===== src/rtl/mbus_pkg.sv =====
// Shared types for the mainboard bus controller.
// Assumes the two-line active-low size-coded acknowledge convention.
package mbus_pkg;

    // Which on-board device, if any, the current cycle decodes to
    typedef enum logic [1:0] {
        REG_NONE = 2'd0,
        REG_ROM  = 2'd1,
        REG_UART = 2'd2
    } region_e;

    // Acknowledge codes, bit 1 and bit 0 active low
    localparam logic [1:0] ACK_IDLE = 2'b11;
    localparam logic [1:0] ACK_LONG = 2'b00;
    localparam logic [1:0] ACK_BYTE = 2'b10;

endpackage


===== src/rtl/mbus_decode.sv =====
// Address decoder: maps a strobed upper-half address onto an on-board
// window. Assumes each window is one page of 2**PAGE_SHIFT bytes.
// The ROM window only answers reads. The lower half is never claimed.
module mbus_decode
    import mbus_pkg::*;
#(
    parameter int          ADDR_W     = 32,
    parameter int          PAGE_SHIFT = 19,
    parameter logic [31:0] ROM_BASE   = 32'h8000_0000,
    parameter logic [31:0] UART_BASE  = 32'h8008_0000
) (
    input  logic [ADDR_W-1:0] addr,
    input  logic              as_n,
    input  logic              rw,
    output region_e           region
);

    localparam int PW = ADDR_W - PAGE_SHIFT;
    localparam logic [ADDR_W-1:0] ROM_B  = ROM_BASE[ADDR_W-1:0];
    localparam logic [ADDR_W-1:0] UART_B = UART_BASE[ADDR_W-1:0];
    localparam logic [PW-1:0] ROM_PAGE  = ROM_B[ADDR_W-1:PAGE_SHIFT];
    localparam logic [PW-1:0] UART_PAGE = UART_B[ADDR_W-1:PAGE_SHIFT];

    logic [PW-1:0] page;
    assign page = addr[ADDR_W-1:PAGE_SHIFT];

    // Pick the window for a strobed upper-half cycle
    always_comb begin
        region = REG_NONE;
        if (!as_n && addr[ADDR_W-1]) begin
            if (page == ROM_PAGE && rw)
                region = REG_ROM;
            else if (page == UART_PAGE)
                region = REG_UART;
        end
    end

endmodule


===== src/rtl/mbus_ack_gen.sv =====
// Local acknowledge generator: counts edges since the strobe fell and
// drives the size-coded acknowledge once the window's wait states elapse.
// Assumes region is already gated by the strobe.
module mbus_ack_gen
    import mbus_pkg::*;
#(
    parameter int ROM_WAIT  = 1,
    parameter int UART_WAIT = 3
) (
    input  logic       clk,
    input  logic       rst_n,
    input  logic       as_n,
    input  region_e    region,
    output logic [1:0] dsack_n_out
);

    localparam int MAX_WAIT = (ROM_WAIT > UART_WAIT) ? ROM_WAIT : UART_WAIT;
    localparam int CW       = $clog2(MAX_WAIT + 1) + 1;
    localparam logic [CW-1:0] CMAX   = CW'(MAX_WAIT);
    localparam logic [CW-1:0] ROM_W  = CW'(ROM_WAIT);
    localparam logic [CW-1:0] UART_W = CW'(UART_WAIT);

    logic [CW-1:0] cnt;

    // Wait-state counter, saturating, cleared while the strobe is high
    always_ff @(posedge clk) begin
        if (!rst_n)
            cnt <= '0;
        else if (as_n)
            cnt <= '0;
        else if (cnt != CMAX)
            cnt <= cnt + 1'b1;
    end

    // Size-coded acknowledge once the wait states have elapsed
    always_comb begin
        dsack_n_out = ACK_IDLE;
        if (!as_n) begin
            case (region)
                REG_ROM:  if (cnt >= ROM_W)  dsack_n_out = ACK_LONG;
                REG_UART: if (cnt >= UART_W) dsack_n_out = ACK_BYTE;
                default:  dsack_n_out = ACK_IDLE;
            endcase
        end
    end

endmodule


===== src/rtl/mbus_timeout.sv =====
// Bus watchdog: counts strobed edges that carry no acknowledge and
// raises bus error on the TIMEOUT-th. The error holds until the strobe
// rises. Assumes ack_any already merges the local and external lines.
module mbus_timeout #(
    parameter int TIMEOUT = 64
) (
    input  logic clk,
    input  logic rst_n,
    input  logic as_n,
    input  logic ack_any,
    output logic berr_n
);

    localparam int TW = (TIMEOUT > 1) ? $clog2(TIMEOUT) : 1;
    localparam logic [TW-1:0] LIMIT = TW'(TIMEOUT - 1);

    logic [TW-1:0] tcnt;
    logic          acked;
    logic          berr_q;

    // Count unacknowledged edges and latch the error at the limit
    always_ff @(posedge clk) begin
        if (!rst_n) begin
            tcnt   <= '0;
            acked  <= 1'b0;
            berr_q <= 1'b0;
        end else if (as_n) begin
            tcnt   <= '0;
            acked  <= 1'b0;
            berr_q <= 1'b0;
        end else begin
            if (ack_any)
                acked <= 1'b1;
            if (!acked && !ack_any && !berr_q) begin
                if (tcnt == LIMIT)
                    berr_q <= 1'b1;
                else
                    tcnt <= tcnt + 1'b1;
            end
        end
    end

    // Drop the error as soon as the strobe rises
    assign berr_n = ~(berr_q & ~as_n);

endmodule


===== src/rtl/mbus_ctrl.sv =====
// Mainboard bus controller top: decodes on-board windows, returns local
// acknowledges and watches every cycle for a missing acknowledge.
// Assumes dsack_n_in shows the external lines. The local drive is merged
// internally, so the block works whether or not it sees its own pull-down.
module mbus_ctrl
    import mbus_pkg::*;
#(
    parameter int          ADDR_W     = 32,
    parameter int          PAGE_SHIFT = 19,
    parameter logic [31:0] ROM_BASE   = 32'h8000_0000,
    parameter logic [31:0] UART_BASE  = 32'h8008_0000,
    parameter int          ROM_WAIT   = 1,
    parameter int          UART_WAIT  = 3,
    parameter int          TIMEOUT    = 64
) (
    input  logic              clk,
    input  logic              rst_n,
    input  logic [ADDR_W-1:0] addr,
    input  logic              as_n,
    input  logic              rw,
    input  logic [1:0]        dsack_n_in,
    output logic              rom_cs_n,
    output logic              uart_cs_n,
    output logic [1:0]        dsack_n_out,
    output logic              berr_n
);

    region_e region;
    logic    ack_any;

    mbus_decode #(
        .ADDR_W     (ADDR_W),
        .PAGE_SHIFT (PAGE_SHIFT),
        .ROM_BASE   (ROM_BASE),
        .UART_BASE  (UART_BASE)
    ) u_decode (
        .addr   (addr),
        .as_n   (as_n),
        .rw     (rw),
        .region (region)
    );

    mbus_ack_gen #(
        .ROM_WAIT  (ROM_WAIT),
        .UART_WAIT (UART_WAIT)
    ) u_ack (
        .clk         (clk),
        .rst_n       (rst_n),
        .as_n        (as_n),
        .region      (region),
        .dsack_n_out (dsack_n_out)
    );

    // Any agent, local or external, acknowledging this cycle
    assign ack_any = ((dsack_n_in & dsack_n_out) != ACK_IDLE);

    mbus_timeout #(
        .TIMEOUT (TIMEOUT)
    ) u_wdog (
        .clk     (clk),
        .rst_n   (rst_n),
        .as_n    (as_n),
        .ack_any (ack_any),
        .berr_n  (berr_n)
    );

    // Chip selects from the decoded window
    assign rom_cs_n  = (region != REG_ROM);
    assign uart_cs_n = (region != REG_UART);

endmodule


===== config.mk =====
export PLATFORM = sky130hd
export DESIGN_NAME = mbus_ctrl
export DESIGN_NICKNAME = d
export VERILOG_FILES = /design/src/rtl/mbus_pkg.sv /design/src/rtl/mbus_decode.sv /design/src/rtl/mbus_ack_gen.sv /design/src/rtl/mbus_timeout.sv /design/src/rtl/mbus_ctrl.sv
export SDC_FILE = /design/constraint.sdc
export NUM_CORES = 1
export LEC_CHECK = 0
export BUFFER_PORTS_ARGS = -buffer_cell sky130_fd_sc_hd__buf_2
export CORE_MARGIN = 2
export CORE_UTILIZATION = 40
export DETAILED_ROUTE_END_ITERATION = 8
export PLACE_DENSITY = 0.81
export SKIP_CTS_REPAIR_TIMING = 1
export SYNTH_ARGS = -nofsm -noshare
export SYNTH_HDL_FRONTEND = slang
export SYNTH_SLANG_ARGS = --single-unit

===== constraint.sdc =====
create_clock -name clk -period 2.42 [get_ports clk]
set_clock_uncertainty 0.15 [all_clocks]
set_input_delay 0.242 -clock clk [delete_from_list [all_inputs] [get_ports clk]]
set_output_delay 0.242 -clock clk [all_outputs]
set_load 0.1 [all_outputs]

# --- Word level (Yosys, flattened, before mapping) ---
# Cells that the tools add are included.
word_totals:
  ff_bits: 11
  in_bits: 38
  elab_cells: 41
classes:
  add_sub_neg: 2
  magnitude_cmp: 2
  n_eq_ne: 9
  n_mux: 7
  bitwise: 6
  n_reduce_logical: 11
op_table:
  columns: ["cell", "n"]
  rows:
  - ["13-bit == test (second input constant)", 2]
  - ["2-bit two-way mux", 5]
  - ["6-bit by 1-bit adder with 6-bit output (second input constant)", 1]
  - ["6-bit == test (second input constant)", 1]
  - ["1-bit logical AND", 4]
  - ["1-bit zero test", 4]
  - ["2-bit != test (second input constant)", 2]
  - ["1-bit inverter", 4]
  - ["2-bit case mux with 2 select lines", 1]
  - ["2-bit AND reduction", 2]
  - ["3-bit by 1-bit adder with 3-bit output (second input constant)", 1]
  - ["3-bit by 1-bit >= comparator with 1-bit output (second input constant)", 1]
  - ["3-bit by 2-bit >= comparator with 1-bit output (second input constant)", 1]
  - ["3-bit by 2-bit != test with 1-bit output (second input constant)", 1]
  - ["2-bit AND", 1]
  - ["2-bit by 1-bit == test with 1-bit output (second input constant)", 1]
  - ["2-bit == test (second input constant)", 1]
  - ["2-bit by 1-bit != test with 1-bit output (second input constant)", 1]
  - ["2-bit OR reduction", 1]
  - ["1-bit AND", 1]
  - ["1-bit two-way mux", 1]

# --- Depth between registers and ports, before layout ---
logic_depth:
  ltp_word: 13
  mapped_depth: 8

# --- Hierarchy ---
# From an unflattened synthesis, not the netlist that was laid out.
unflattened:
  hier_cells: 74
  area_unflattened_um2: 726.9
modules_own_cells:
  columns: ["mod", "instances", "cells_each", "area_each_um2", "seq_area_each_um2"]
  rows:
  - ["mbus_timeout", 1, 41, 409.1, 160.2]
  - ["mbus_ack_gen", 1, 23, 224.0, 60.1]
  - ["mbus_decode", 1, 7, 75.1, 0.0]
  - ["mbus_ctrl", 1, 3, 18.8, 0.0]

# --- Worst setup path before layout ---
# OpenSTA, ideal clock, no wires.
synth_timing:
  path_type: "register to register"
  start: "register u_ack.cnt[0]"
  end: "register u_wdog.tcnt[2]"
  t_arrival_ns: 2.101
  path_slack_ns: 0.083
  path_stages_with_launch: 8
  period_less_slack_ns: 2.337
  cell_sequence: "dfxtp_1 > ha_1 > ha_1 > a211oi_1 > o22ai_1 > nand2_1 > a21oi_1 > a211oi_1"
synth_via:
  elab_chain_cells: 10
  word_cells_on_any_way: 12
synth_rtl:
  columns: ["item", "line_no", "source"]
  rows:
  - ["from (decl)", "mbus_ack_gen.sv:23", "logic [CW-1:0] cnt;"]
  - ["from (signal assigned)", "mbus_ack_gen.sv:32", "cnt <= cnt + 1'b1;"]
  - ["3-bit by 2-bit >= comparator with 1-bit output or 3-bit by 1-bit >= comparator with 1-bit output (tied branches)", "mbus_ack_gen.sv:41, mbus_ack_gen.sv:40", null]
  - ["1-bit two-way mux or 2-bit two-way mux (tied branches)", "mbus_ack_gen.sv:41, mbus_ack_gen.sv:40", null]
  - ["2-bit case mux with 2 select lines *", "mbus_ack_gen.sv:39", "case (region)"]
  - ["2-bit two-way mux *", "mbus_ack_gen.sv:38", "if (!as_n) begin"]
  - ["via dsack_n_out[0]", "mbus_ctrl.sv:24", "output logic [1:0] dsack_n_out,"]
  - ["2-bit AND *", "mbus_ctrl.sv:55", "assign ack_any = ((dsack_n_in & dsack_n_out) != ACK_IDLE);"]
  - ["2-bit != test *", "mbus_ctrl.sv:55", null]
  - ["1-bit zero test *", "mbus_timeout.sv:34", "if (!acked && !ack_any && !berr_q) begin"]
  - ["1-bit logical AND * (2 in series)", "mbus_timeout.sv:34", null]
  - ["2-bit AND reduction (no source line) *", null, null]
  - ["to (signal assigned)", "mbus_timeout.sv:38", "tcnt <= tcnt + 1'b1;"]
  - ["to (decl)", "mbus_timeout.sv:17", "logic [TW-1:0] tcnt;"]
# Mark *: on every way through the listed nets, which the timed path passes. The rest lies on a longest branch.
# A chain may end at the register's enable or synchronous reset.

# --- Final worst setup path ---
layout_timing:
  start: "register u_ack.cnt[0]"
  end: "output dsack_n_out[0]"
layout_via:
  elab_chain_cells: 4
  word_cells_on_any_way: 6
layout_rtl:
  columns: ["item", "line_no"]
  rows:
  - ["3-bit by 2-bit >= comparator with 1-bit output or 3-bit by 1-bit >= comparator with 1-bit output (tied branches)", "mbus_ack_gen.sv:41, mbus_ack_gen.sv:40"]
  - ["1-bit two-way mux or 2-bit two-way mux (tied branches)", "mbus_ack_gen.sv:41, mbus_ack_gen.sv:40"]
  - ["2-bit case mux with 2 select lines *", "mbus_ack_gen.sv:39"]
  - ["2-bit two-way mux *", "mbus_ack_gen.sv:38"]
  - ["to (decl)", "mbus_ctrl.sv:24"]
# Every way passes the cells marked *; elsewhere a longest branch is shown, timed or not.

==> run_results.csv <==
group,metric,value,unit
floorplan,die_area,2010,µm²
finish,final_nets,149,
sta,setup_tns,0,ns
sta,setup_viol,0,
worst_setup_path,critPathArrivalTime,1.86,ns
synth,ys_seq_area_share,33.1,%
floorplan,die_h,44.8,µm
global_route,grt_start_max_net_pins,13,
synth,netlist_instances,81,
floorplan,pin_count,43,
finish,drive_gt1_share,32.1,%
synth,ys_warn_count,0,
synth,synth_ff_type,"dfxtp_1",
finish,antenna_cells,0,
sta,worstMarginPinSlew,0.485,ns
routing,vias,659,
placed_design,dp.final_hpwl,1050,µm
routing,drt_iter0_drc,3,
global_route,grt_pass1_wl,2220,µm
routing,viasPerCell,5.40,
worst_setup_path,path_class,"flop to primary output",
sta,hold_viol,0,
routing,drtPass1Iterations,2,
pwr,power_density,434,nW/µm²
synth,yosysTopAreaCellShare,33.1,%
synth,syn_avg_cell_area,8.22,µm²
clock_tree,clock_path_buffers,2,
routing,wl_per_cell,11.3,µm
worst_setup_path,cp-start-kind,"flop",
synth,synth_edf_count,0,
clock_tree,cts_buffers,3,
global_route,grt_pass1_vias,575,
worst_setup_path,critPathCaptureType,"primary output",
synth,synth_adder_area_share,7.52,%
sta,whs,0.298,ns
routing,route.detailed.drc,0,
pwr,max-vdd-ir-drop,0.000268,V
synth,synth-compound-area-share,23.5,%
floorplan,rows,14,
sta,layout_min_cycle_time,2.25,ns
clock_tree,htreeDepth,1,
synth,synth-simple-area-share,28.9,%
synth,muxShareOfSynthArea,0,%
worst_setup_path,worstPathMaxFanout,6,
sta,grt_setup_unrepaired,"false",
worst_setup_path,cp.required,2.03,ns
floorplan,start_util,43.2,%
min_path,hold_class,"input port to flop",
synth,yosys-top-cells-area,"dfxtp_1 (33%), ha_1 (7.5%), nor2_1 (7.3%), a21oi_1 (4.5%), nand2_1 (4.5%)",
sta,timing.final.max_slew_violations,0,
clock_tree,clk_pin_slew,0.07,ns
routing,ant_nets,0,
floorplan,core_area,1540,µm²
global_route,antenna_found_initial,0,
synth,ys_ff_latch,11,
synth,syn_area,666,µm²
finish,final_cell_mix,"buf_2 (22), nor2_1 (13), dfxtp_1 (11)",
floorplan,die_x,44.8,µm
routing,postRouteWirelength,1370,µm
finish,synthToLayoutAreaGrowth,22.4,%
sta,max_freq,0.444,GHz
finish,layout_commonest_cell,"buf_2",
global_route,grt_overflow,0,
run,cap_violations,0,
clock_tree,clk_latency,0.27,ns
synth,async_flop_share,0,%
synth,synth_largest_area_cell,"dfxtp_1",
synth,synth_nets,123,
synth,synth_cell_types,31,
placed_design,place_congestion,0.818,
clock_tree,cts.sinks,11,
sta,fin_crit_sh,93.1,%
outcome,outcome,"finished, final reports clean",
sta,slew_headroom,67.9,%
clock_tree,cts_tree,"done",
placed_design,portBuffers,23,
synth,synth_top_family_by_area,"simple AND/OR/NAND/NOR gates",
global_route,track_usage,15.0,%
clock_tree,root_buffer,"clkbuf_4",
pwr,p_leak,0.376,nW
synth,synth_xor_area_share,1.32,%
-- worst paths after layout --
path / from / endpoint / slack [ns] / cells after the start
setup / recovery: u_ack.cnt[0] / dsack_n_out[0] / 0.17 / 6
hold / removal: rst_n / u_ack.cnt[1] / 0.30 / 3
setup reg to reg: u_ack.cnt[0] / u_wdog.tcnt[3] / 0.21 / 8
hold reg to reg: u_wdog.tcnt[2] / u_wdog.tcnt[2] / 0.39 / 1
-- worst max-delay path: stages, from the launching register on --
cell and delay [ns]:
dfxtp_1 0.35, ha_1 0.20, ha_1 0.25, a211oi_1 0.22
o22ai_1 0.17, nand2_1 0.12, buf_4 0.29
-- sequential cells by signal, indices dropped and copies added, names as in the netlist --
signal and count:
u_ack.cnt 3, u_wdog.berr_q 1, u_wdog.tcnt 6, u_wdog.acked 1
-- cell families (layout without fill, tap and decap cells) --
| kind of cell | after synthesis | count (layout) |
|---|---|---|
| AO/OA/AOI/OAI | 20 | 20 |
| XOR/XNOR | 1 | 1 |
| adder cells (fa/ha/maj) | 4 | 4 |
| buffers and inverters | 7 | 32 |
| flip-flops | 11 | 11 |
| AND/OR/NAND/NOR | 38 | 38 |
-- cell type report --
cell class,count,area [µm²]
inverter,4,15.0
multi-input combinational,63,408
timing repair buffer,24,125
clock buffer,4,26.3
fill,147,727
tap,16,20.0
sequential,11,220
-- power breakdown --
| group | internal [mW] | switching (mW) |
|---|---|---|
| clock | 0.0639 | 0.0623 |
| combinational | 0.0205 | 0.0197 |
| sequential | 0.184 | 0.00324 |
-- synthesized netlist by cell type (all sizes together), types with 3 or more instances --
cell / count
inv: 4
a211oi: 3
and3: 4
ha: 4
a21oi: 7
nand2: 8
nand2b: 3
a31oi: 3
a41o: 3
dfxtp: 11
nor2: 13
-- routing by layer --
layer	track usage (%)	wire (µm)
met5	0	0
met4	7.06	22
met3	2.40	140
met2	26.1	565
met1	18.0	644
-- stage by stage --
step / cell area, µm² / worst slack (ns) / total power [mW] / std cells / util (%)
final: 815 / 0.166 / 0.354 / 122 / 52.8
after global placement: 786 / 0.248 / 0.230 / 118 / 51.0
after floorplan: 666 / 0.0829 / 0.213 / 81 / -
after CTS: 812 / 0.0163 / 0.358 / 122 / 52.7
after detailed placement: 786 / 0.220 / 0.232 / 118 / 51.0
after global routing: 815 / 0.00390 / 0.370 / 122 / 52.8
Power figures use the tool's default switching activity.
